==> src/rtl/tmr_snap_pkg.sv <==
`timescale 1ns/1ps
package tmr_snap_pkg;

  typedef enum logic [1:0] {
    REG_CTRL   = 2'd0,
    REG_CNT_HI = 2'd1,
    REG_CNT_LO = 2'd2,
    REG_NONE   = 2'd3
  } reg_sel_e;

endpackage

==> src/rtl/tmr_snap_ctrl.sv <==
`timescale 1ns/1ps
module tmr_snap_ctrl #(
  parameter int BYTE_W = 8,
  parameter int CS_W   = 2
) (
  input  logic              clk,
  input  logic              rst,
  input  logic              ctrl_wr,
  input  logic [BYTE_W-1:0] wdata,
  output logic [BYTE_W-1:0] ctrl_q,
  output logic              run
);

  always_ff @(posedge clk) begin
    if (rst) begin
      ctrl_q <= '0;
    end else if (ctrl_wr) begin
      ctrl_q <= wdata;
    end
  end

  // clock-select field lives in the low bits
  assign run = |ctrl_q[CS_W-1:0];

endmodule

==> src/rtl/tmr_snap_counter.sv <==
`timescale 1ns/1ps
module tmr_snap_counter #(
  parameter int CNT_W = 16
) (
  input  logic             clk,
  input  logic             rst,
  input  logic             run,
  input  logic             tick,
  input  logic             freeze,
  input  logic             clr,
  output logic [CNT_W-1:0] count
);

  localparam logic [CNT_W-1:0] ONE = CNT_W'(1);

  logic advance;
  assign advance = run && tick && !freeze;

  always_ff @(posedge clk) begin
    if (rst) begin
      count <= '0;
    end else if (clr) begin
      count <= '0;
    end else if (advance) begin
      count <= count + ONE;
    end
  end

  // an enabled tick moves the count by exactly one
  p_step_r2: assert property (@(posedge clk) disable iff (rst)
    (tick && run && !freeze && !clr) |=> (count == $past(count) + ONE));

  // no tick or no clock select keeps the count
  p_idle_r2: assert property (@(posedge clk) disable iff (rst)
    ((!tick || !run) && !clr) |=> $stable(count));

  // debug freeze holds the count
  p_frozen_r6: assert property (@(posedge clk) disable iff (rst)
    (freeze && !clr) |=> $stable(count));

  // a counter write restarts at zero
  p_clear_r8: assert property (@(posedge clk) disable iff (rst)
    clr |=> (count == '0));

endmodule

==> src/rtl/tmr_snap_buffer.sv <==
`timescale 1ns/1ps
module tmr_snap_buffer #(
  parameter int CNT_W  = 16,
  parameter int BYTE_W = 8
) (
  input  logic              clk,
  input  logic              rst,
  input  logic              rd_hi,
  input  logic              rd_lo,
  input  logic              clr,
  input  logic [CNT_W-1:0]  count,
  output logic [BYTE_W-1:0] rd_byte,
  output logic              held
);

  localparam int LANES   = CNT_W / BYTE_W;
  localparam int LANE_HI = LANES - 1;

  logic             first_hi;
  logic [CNT_W-1:0] snap;
  logic [BYTE_W-1:0] lane_src [LANES];

  // each byte lane picks the snapshot while one is held, else the live count
  for (genvar g = 0; g < LANES; g++) begin : g_lane
    assign lane_src[g] = held ? snap[g*BYTE_W +: BYTE_W]
                              : count[g*BYTE_W +: BYTE_W];
  end

  assign rd_byte = rd_hi ? lane_src[LANE_HI] : lane_src[0];

  always_ff @(posedge clk) begin
    if (rst) begin
      held     <= 1'b0;
      first_hi <= 1'b0;
      snap     <= '0;
    end else if (clr) begin
      held <= 1'b0;
    end else if (rd_hi || rd_lo) begin
      if (!held) begin
        held     <= 1'b1;
        first_hi <= rd_hi;
        snap     <= count;
      end else if (rd_hi != first_hi) begin
        held <= 1'b0;
      end
    end
  end

  // an opening read captures the whole live count
  p_latch_r3: assert property (@(posedge clk) disable iff (rst)
    (!held && (rd_hi || rd_lo) && !clr) |=> (held && snap == $past(count)));

  // the opposite byte completes the pair and releases
  p_release_r4: assert property (@(posedge clk) disable iff (rst)
    (held && !clr && ((rd_hi && !first_hi) || (rd_lo && first_hi))) |=> !held);

  // the same byte again keeps the snapshot
  p_hold_r5: assert property (@(posedge clk) disable iff (rst)
    (held && !clr && ((rd_hi && first_hi) || (rd_lo && !first_hi)))
      |=> (held && $stable(snap)));

  // a clearing write always releases
  p_clear_r9: assert property (@(posedge clk) disable iff (rst)
    clr |=> !held);

endmodule

==> src/rtl/tmr_snap_top.sv <==
`timescale 1ns/1ps
module tmr_snap_top #(
  parameter int CNT_W  = 16,
  parameter int BYTE_W = 8,
  parameter int CS_W   = 2
) (
  input  logic              clk,
  input  logic              rst,
  input  logic [1:0]        bus_addr,
  input  logic              bus_rd,
  input  logic              bus_wr,
  input  logic [BYTE_W-1:0] bus_wdata,
  output logic [BYTE_W-1:0] bus_rdata,
  input  logic              tick,
  input  logic              dbg_freeze
);

  import tmr_snap_pkg::*;

  reg_sel_e          sel;
  logic              ctrl_wr, cnt_wr, rd_hi, rd_lo, snap_clr;
  logic              run, held;
  logic [BYTE_W-1:0] ctrl_q, cnt_byte;
  logic [CNT_W-1:0]  count;

  assign sel      = reg_sel_e'(bus_addr);
  assign ctrl_wr  = bus_wr && (sel == REG_CTRL);
  assign cnt_wr   = bus_wr && (sel == REG_CNT_HI || sel == REG_CNT_LO);
  assign rd_hi    = bus_rd && (sel == REG_CNT_HI);
  assign rd_lo    = bus_rd && (sel == REG_CNT_LO);
  // counter writes release in any mode, control writes only under debug
  assign snap_clr = cnt_wr || (ctrl_wr && dbg_freeze);

  tmr_snap_ctrl #(.BYTE_W(BYTE_W), .CS_W(CS_W)) u_ctrl (
    .clk(clk), .rst(rst), .ctrl_wr(ctrl_wr), .wdata(bus_wdata),
    .ctrl_q(ctrl_q), .run(run)
  );

  tmr_snap_counter #(.CNT_W(CNT_W)) u_cnt (
    .clk(clk), .rst(rst), .run(run), .tick(tick), .freeze(dbg_freeze),
    .clr(cnt_wr), .count(count)
  );

  tmr_snap_buffer #(.CNT_W(CNT_W), .BYTE_W(BYTE_W)) u_buf (
    .clk(clk), .rst(rst), .rd_hi(rd_hi), .rd_lo(rd_lo), .clr(snap_clr),
    .count(count), .rd_byte(cnt_byte), .held(held)
  );

  always_ff @(posedge clk) begin
    if (rst) begin
      bus_rdata <= '0;
    end else if (bus_rd) begin
      unique case (sel)
        REG_CTRL:               bus_rdata <= ctrl_q;
        REG_CNT_HI, REG_CNT_LO: bus_rdata <= cnt_byte;
        default:                bus_rdata <= '0;
      endcase
    end
  end

  // the unused address reads as zero one cycle later
  p_none_r10: assert property (@(posedge clk) disable iff (rst)
    (bus_rd && sel == REG_NONE) |=> (bus_rdata == '0));

  // outside debug a control write alone does not release the snapshot
  p_ctl_keep_r9: assert property (@(posedge clk) disable iff (rst)
    (held && ctrl_wr && !dbg_freeze) |=> held);

  // under freeze, a held snapshot is what a counter read returns
  p_dbg_serve_r7: assert property (@(posedge clk) disable iff (rst)
    (dbg_freeze && held && rd_lo && !snap_clr)
      |=> (bus_rdata == $past(u_buf.snap[BYTE_W-1:0])));

endmodule

==> config.mk <==
export PLATFORM = sky130hd
export DESIGN_NAME = tmr_snap_top
export DESIGN_NICKNAME = d
export VERILOG_FILES = /design/src/rtl/tmr_snap_pkg.sv /design/src/rtl/tmr_snap_ctrl.sv /design/src/rtl/tmr_snap_counter.sv /design/src/rtl/tmr_snap_buffer.sv /design/src/rtl/tmr_snap_top.sv
export SDC_FILE = /design/constraint.sdc
export NUM_CORES = 1
export LEC_CHECK = 0
export ABC_CLOCK_PERIOD_IN_PS = 3000
export BUFFER_PORTS_ARGS = -buffer_cell sky130_fd_sc_hd__clkbuf_2
export CAP_MARGIN = 25
export CORE_MARGIN = 2
export CORE_UTILIZATION = 43
export CTS_BUF_LIST = sky130_fd_sc_hd__clkbuf_8
export CTS_CLUSTER_SIZE = 14
export DETAILED_ROUTE_END_ITERATION = 8
export PLACE_DENSITY = 0.57
export SYNTH_ARGS = -nofsm -noshare
export SYNTH_HDL_FRONTEND = slang
export SYNTH_SLANG_ARGS = --single-unit
==> constraint.sdc <==
create_clock -name clk -period 3 [get_ports clk]
set_clock_uncertainty 0.2 [all_clocks]
set_input_delay 0.6 -clock clk [delete_from_list [all_inputs] [get_ports clk]]
set_output_delay 0.6 -clock clk [all_outputs]
set_load 0.01 [all_outputs]
# Yosys cells after proc, flatten, opt, wreduce, memory -nomap -nowiden
# Cells that the tools add are included.
totals:
  input_bits: 16
  ff_bits: 50
  output_inout_bits: 8
  word_cells: 35
op_classes:
  mux: 6
  n_addsub: 1
  reduce_logical: 17
  n_bitwise: 2
  n_eq_ne: 3
ops:
  columns: ["cell", "count"]
  rows:
  - ["8-bit two-way mux", 3]
  - ["16-bit by 1-bit adder with 16-bit output, second input constant", 1]
  - ["8-bit one-hot mux with 2 select lines", 1]
  - ["2-bit OR reduction", 4]
  - ["1-bit logical AND", 7]
  - ["1-bit logical OR", 3]
  - ["3-bit AND reduction", 1]
  - ["2-bit by 1-bit == test with 1-bit output, second input constant", 1]
  - ["2-bit == test, second input constant", 1]
  - ["2-bit zero test", 1]
  - ["1-bit two-way mux", 2]
  - ["1-bit NOT", 2]
  - ["1-bit zero test", 1]
  - ["1-bit != test", 1]

# Depth between registers and ports, before layout
logic_depth:
  word_depth: 6
  ltp_mapped: 8
  mapped_depth_nobuf: 6

# Hierarchy
# Synthesis repeated with hierarchy kept, for this count alone.
unflattened:
  cells_unflattened: 250
  area_unflattened_um2: 2558.7
by_module_without_submodules:
  columns: ["module", "instances", "area_per_inst_um2", "cells_per_inst"]
  rows:
  - ["tmr_snap_buffer", 1, 1059.8, 92]
  - ["tmr_snap_counter", 1, 754.5, 82]
  - ["tmr_snap_top", 1, 452.9, 49]
  - ["tmr_snap_ctrl", 1, 291.5, 27]

# Worst setup path after synthesis
# No wires, ideal clock.
synth_path:
  kind: "input port to flip-flop"
  start: "input bus_addr[0]"
  end: "register u_buf.snap[10]"
  setup_slack_ps: 536
  setup_ps: 128
  arrival_time_ps: 2136
  stages: 8
  cell_sequence: "inv_1 > ha_1 > clkbuf_1 > a21o_2 > a211oi_4 > buf_4 > mux2i_1 > nor2_1"
synth_via:
  elab_chain_cells: 6
synth_lines:
  columns: ["item", "line_no", "rtl"]
  rows:
  - ["from (decl)", "tmr_snap_top.sv:9", "input logic [1:0] bus_addr,"]
  - ["2-bit by 1-bit == test with 1-bit output (tied with other cells)", "tmr_snap_top.sv:28, tmr_snap_top.sv:29", null]
  - ["1-bit logical OR or 1-bit logical AND (tied branches)", "tmr_snap_top.sv:28, tmr_snap_top.sv:27", null]
  - ["1-bit logical AND (on tied branches)", "tmr_snap_top.sv:28, tmr_snap_top.sv:32", null]
  - ["1-bit logical OR", "tmr_snap_top.sv:32", "assign snap_clr = cnt_wr || (ctrl_wr && dbg_freeze);"]
  - ["1-bit NOT (no line)", null, null]
  - ["3-bit AND reduction (no line) *", null, null]
  - ["to (signal assigned)", "tmr_snap_buffer.sv:42", "snap <= count;"]
  - ["to (decl)", "tmr_snap_buffer.sv:20", "logic [CNT_W-1:0] snap;"]
# Mark *: on every way between the ends. The rest lies on a longest branch, timed or not.
# A chain may end at the register's enable or synchronous reset.

# Worst setup path after layout
layout_path:
  start: "input bus_addr[1]"
  end: "register bus_rdata[6]"
layout_via:
  elab_chain_cells: 4
layout_lines:
  columns: ["item", "line_no", "rtl"]
  rows:
  - ["2-bit by 1-bit == test with 1-bit output", "tmr_snap_top.sv:29, tmr_snap_top.sv:53", null]
  - ["1-bit logical AND", "tmr_snap_top.sv:29", "assign rd_hi = bus_rd && (sel == REG_CNT_HI);"]
  - ["8-bit two-way mux", "tmr_snap_buffer.sv:29", "assign rd_byte = rd_hi ? lane_src[LANE_HI] : lane_src[0];"]
  - ["8-bit one-hot mux with 2 select lines *", "tmr_snap_top.sv:53", "unique case (sel)"]
  - ["to (signal assigned)", "tmr_snap_top.sv:54", "REG_CTRL: bus_rdata <= ctrl_q;"]
  - ["to (signal assigned)", "tmr_snap_top.sv:55", "REG_CNT_HI, REG_CNT_LO: bus_rdata <= cnt_byte;"]
  - ["to (decl)", "tmr_snap_top.sv:13", "output logic [BYTE_W-1:0] bus_rdata,"]
# Marks and branches as above.

==> results by group <==
Outcome
  • Outcome: finished, final reports clean

Pwr
  • Peak supply drop: 0.2034 mV
  • Pwr dens: about 480 nW/µm²
  • LEAKAGE: about 0.9 nW

Place
  • IO buf count: 23
  • Place WS: ~0.36 ns
  • Final RePlAce weighted congestion: 0.7933
  • Hpwl dp: around 4000 µm

Routing
  • Drt via density: approximately 5.6
  • Wire per inst: roughly 16 µm
  • Total iterations of the first detailed-routing run: 4
  • Residual DRC count: 0
  • Post-route ant nets: 0
  • Starting DRT DRC Count: just over 100
  • Final wirelength: roughly 5400 µm
  • Via count: 1939

Yosys
  • Sequential fraction of the synthesis area: 42.35%
  • Synth Warn #: 0
  • Async SR Flop Fraction: 0%
  • Synth Flop Type: dfxtp_1
  • Syn_area_per_cell: 9.269 µm²
  • Mapped Area: approximately 2400 µm²
  • Synth cell types: 37
  • Number of synthesized flops with an enable pin: 0
  • Gate Count Post-Synth: around 260
  • Yosys reg bits: 50
  • Synthesized Nets: 276

Clock tree
  • Post-cts resize count: 0
  • Clock slew at reported path FFs: 0.09 ns
  • Post-CTS setup buffer count: 0
  • H-tree depth: 2
  • # clock sinks: 50
  • CTS buffer count: 5
  • Clk buf depth: 2
  • Clk_lat worst skew: approximately 0.30 ns
  • CTS tree: done
  • Hold-fix buffers, CTS: 0
  • Clock Tree Root: clkbuf_8

STA
  • F_max: roughly 0.43 GHz
  • Tcrit/Tclk final: approximately three quarters
  • Fin. Hold Viols: 0
  • Worst Max-Slew Pin Slew: around 0.66 ns
  • Setup Viol. Count Final: 0
  • Setup TNS: 0 ns
  • Final Max Slew Viols: 0
  • Post-layout min period: roughly 2.3 ns
  • Worst slew margin relative to its limit: a little under three fifths
  • RSZ-0062 raised after global routing: false
  • Setup ws final: approximately 0.69 ns

Worst setup path
  • Crit path arrival time: roughly 2.3 ns
  • Crit Path Category: input port to flop
  • CP Max Fanout: 6
  • CP Launch Type: input port
  • Crit. End Element: flop
  • WP data required: 2.99 ns

Floorplanning
  • IO Pins: 24
  • Std cell rows: 26
  • Die area: approximately 6100 µm²
  • Die width: 78.14 µm
  • Die H: about 80 µm
  • Starting Density: 45.41%
  • Core Region: about 5200 µm²

Global routing
  • Total GRT Usage: between 10% and 20%
  • First-pass GRT wire length: ~9000 µm
  • Pin count of the biggest net entering global routing: 20
  • Initial antenna violation count: 0
  • Total gr overflow: 0
  • Vias in the first global route: ~1800

Final layout
  • Fillers: ~500
  • Most common cell after layout, fill and taps aside: dfxtp_1
  • Layout Area Growth over Synthesis: 12.02%
  • Ratio of cells with drive above 1 in the final layout: approximately 17%
  • N_diodes: 0
  • Commonest cells after routing, fill and taps aside: dfxtp_1, nor2_1, a21oi_1
  • Final #Nets: approximately 300

Job
  • Max-Cap Viols: 0

Hold path
  • Hold Path Class: flop to flop
[synthesized netlist by cell type (3+ instances only)]
cell | instances | area, µm²
nor2_1 | 28 | 105.1
clkbuf_1 | 12 | 45.04
a31oi_1 | 3 | 18.77
nand2_1 | 23 | 86.33
ha_1 | 5 | 62.56
or4_1 | 3 | 22.52
a222oi_1 | 7 | 70.07
xnor2_1 | 5 | 43.79
inv_1 | 6 | 22.52
or3_1 | 5 | 31.28
o21ai_0 | 6 | 30.03
nor3_1 | 9 | 45.04
nand3_1 | 15 | 75.07
mux2i_1 | 17 | 170.2
o31ai_1 | 3 | 22.52
dfxtp_1 | 50 | 1001
nor4_1 | 3 | 18.77
mux4_2 | 8 | 180.2
a21oi_1 | 27 | 135.1
[metrics by stage]
step           area [µm²]  hold slack (ns)  cells  util [%]  total power [mW]
5_1_grt              2648           0.2910    345     50.87             1.314
3_5_place_dp         2535           0.2549    338     48.70            0.7974
4_1_cts              2648           0.2678    345     50.87             1.280
3_3_place_gp         2535           0.2535    338     48.70            0.7970
6_report             2648           0.2703    345     50.87             1.268
2_1_floorplan        2364           0.2357    255         -            0.7631
[worst max-delay path: stages]
cell	delay, ns
clkbuf_2	0.10
inv_1	0.06
ha_1	0.25
nand2_1	0.33
mux4_2	0.56
a222oi_1	0.31
nor3_1	0.08
[final cells by class]
class                      count  area (µm²)  share of cell area (%)
clock buffer                   6       82.58                   3.119
clock inverter                 1       30.03                   1.134
inverter                       6       22.52                  0.8507
multi-input combinational    184        1271                   48.02
sequential                    50        1001                   37.81
tap                           70       87.58                   3.308
timing repair buffer          28       152.6                   5.766
[worst paths after layout]
kind         cells after the start                             to                           from  slack (ns)
max                              7      bus_rdata[6]$_SDFFE_PP0P_                    bus_addr[1]        0.69
min                              2  u_ctrl.ctrl_q[3]$_SDFFE_PP0P_  u_ctrl.ctrl_q[3]$_SDFFE_PP0P_        0.27
max reg2reg                      5   u_cnt.count[12]$_SDFFE_PP0P_    u_cnt.count[0]$_SDFFE_PP0P_        0.91
min reg2reg                      2  u_ctrl.ctrl_q[3]$_SDFFE_PP0P_  u_ctrl.ctrl_q[3]$_SDFFE_PP0P_        0.27
[state kept, by name, indices dropped and copies added, names as in the netlist]
| name | cells |
|---|---|
| u_buf.held | 1 |
| bus_rdata | 8 |
| u_buf.snap | 16 |
| u_buf.first_hi | 1 |
| u_cnt.count | 16 |
| u_ctrl.ctrl_q | 8 |
[per-layer routing]
| layer | vias up | wire length [µm] | track usage, % |
|---|---|---|---|
| met2 | 48 | 2392 | 28.53 |
| met5 | - | 0 | 0 |
| met3 | 7 | 247 | 3.333 |
| met4 | 0 | 66 | 5.965 |
| met1 | 911 | 2681 | 27.49 |
| li1 | 973 | - | - |
[power by group]
part	switching (mW)	internal, mW	leakage, nW
Clock	0.220	0.267	0.0573
Sequential	0.00598	0.669	0.403
Combinational	0.0665	0.0399	0.462
Total	0.293	0.976	0.922
[kinds of logic (layout without fill, tap and decap cells)]
family / Yosys count / count (layout) / synth area share (%)
compound gates: 53 / 53 / 14.88
xor+xnor: 5 / 5 / 1.853
fa+ha+maj: 5 / 5 / 2.647
buf+inv: 21 / 41 / 3.864
flops: 50 / 50 / 42.35
mux: 25 / 25 / 14.82
simple gates: 96 / 96 / 19.59
(Power assumes the default switching activity.)
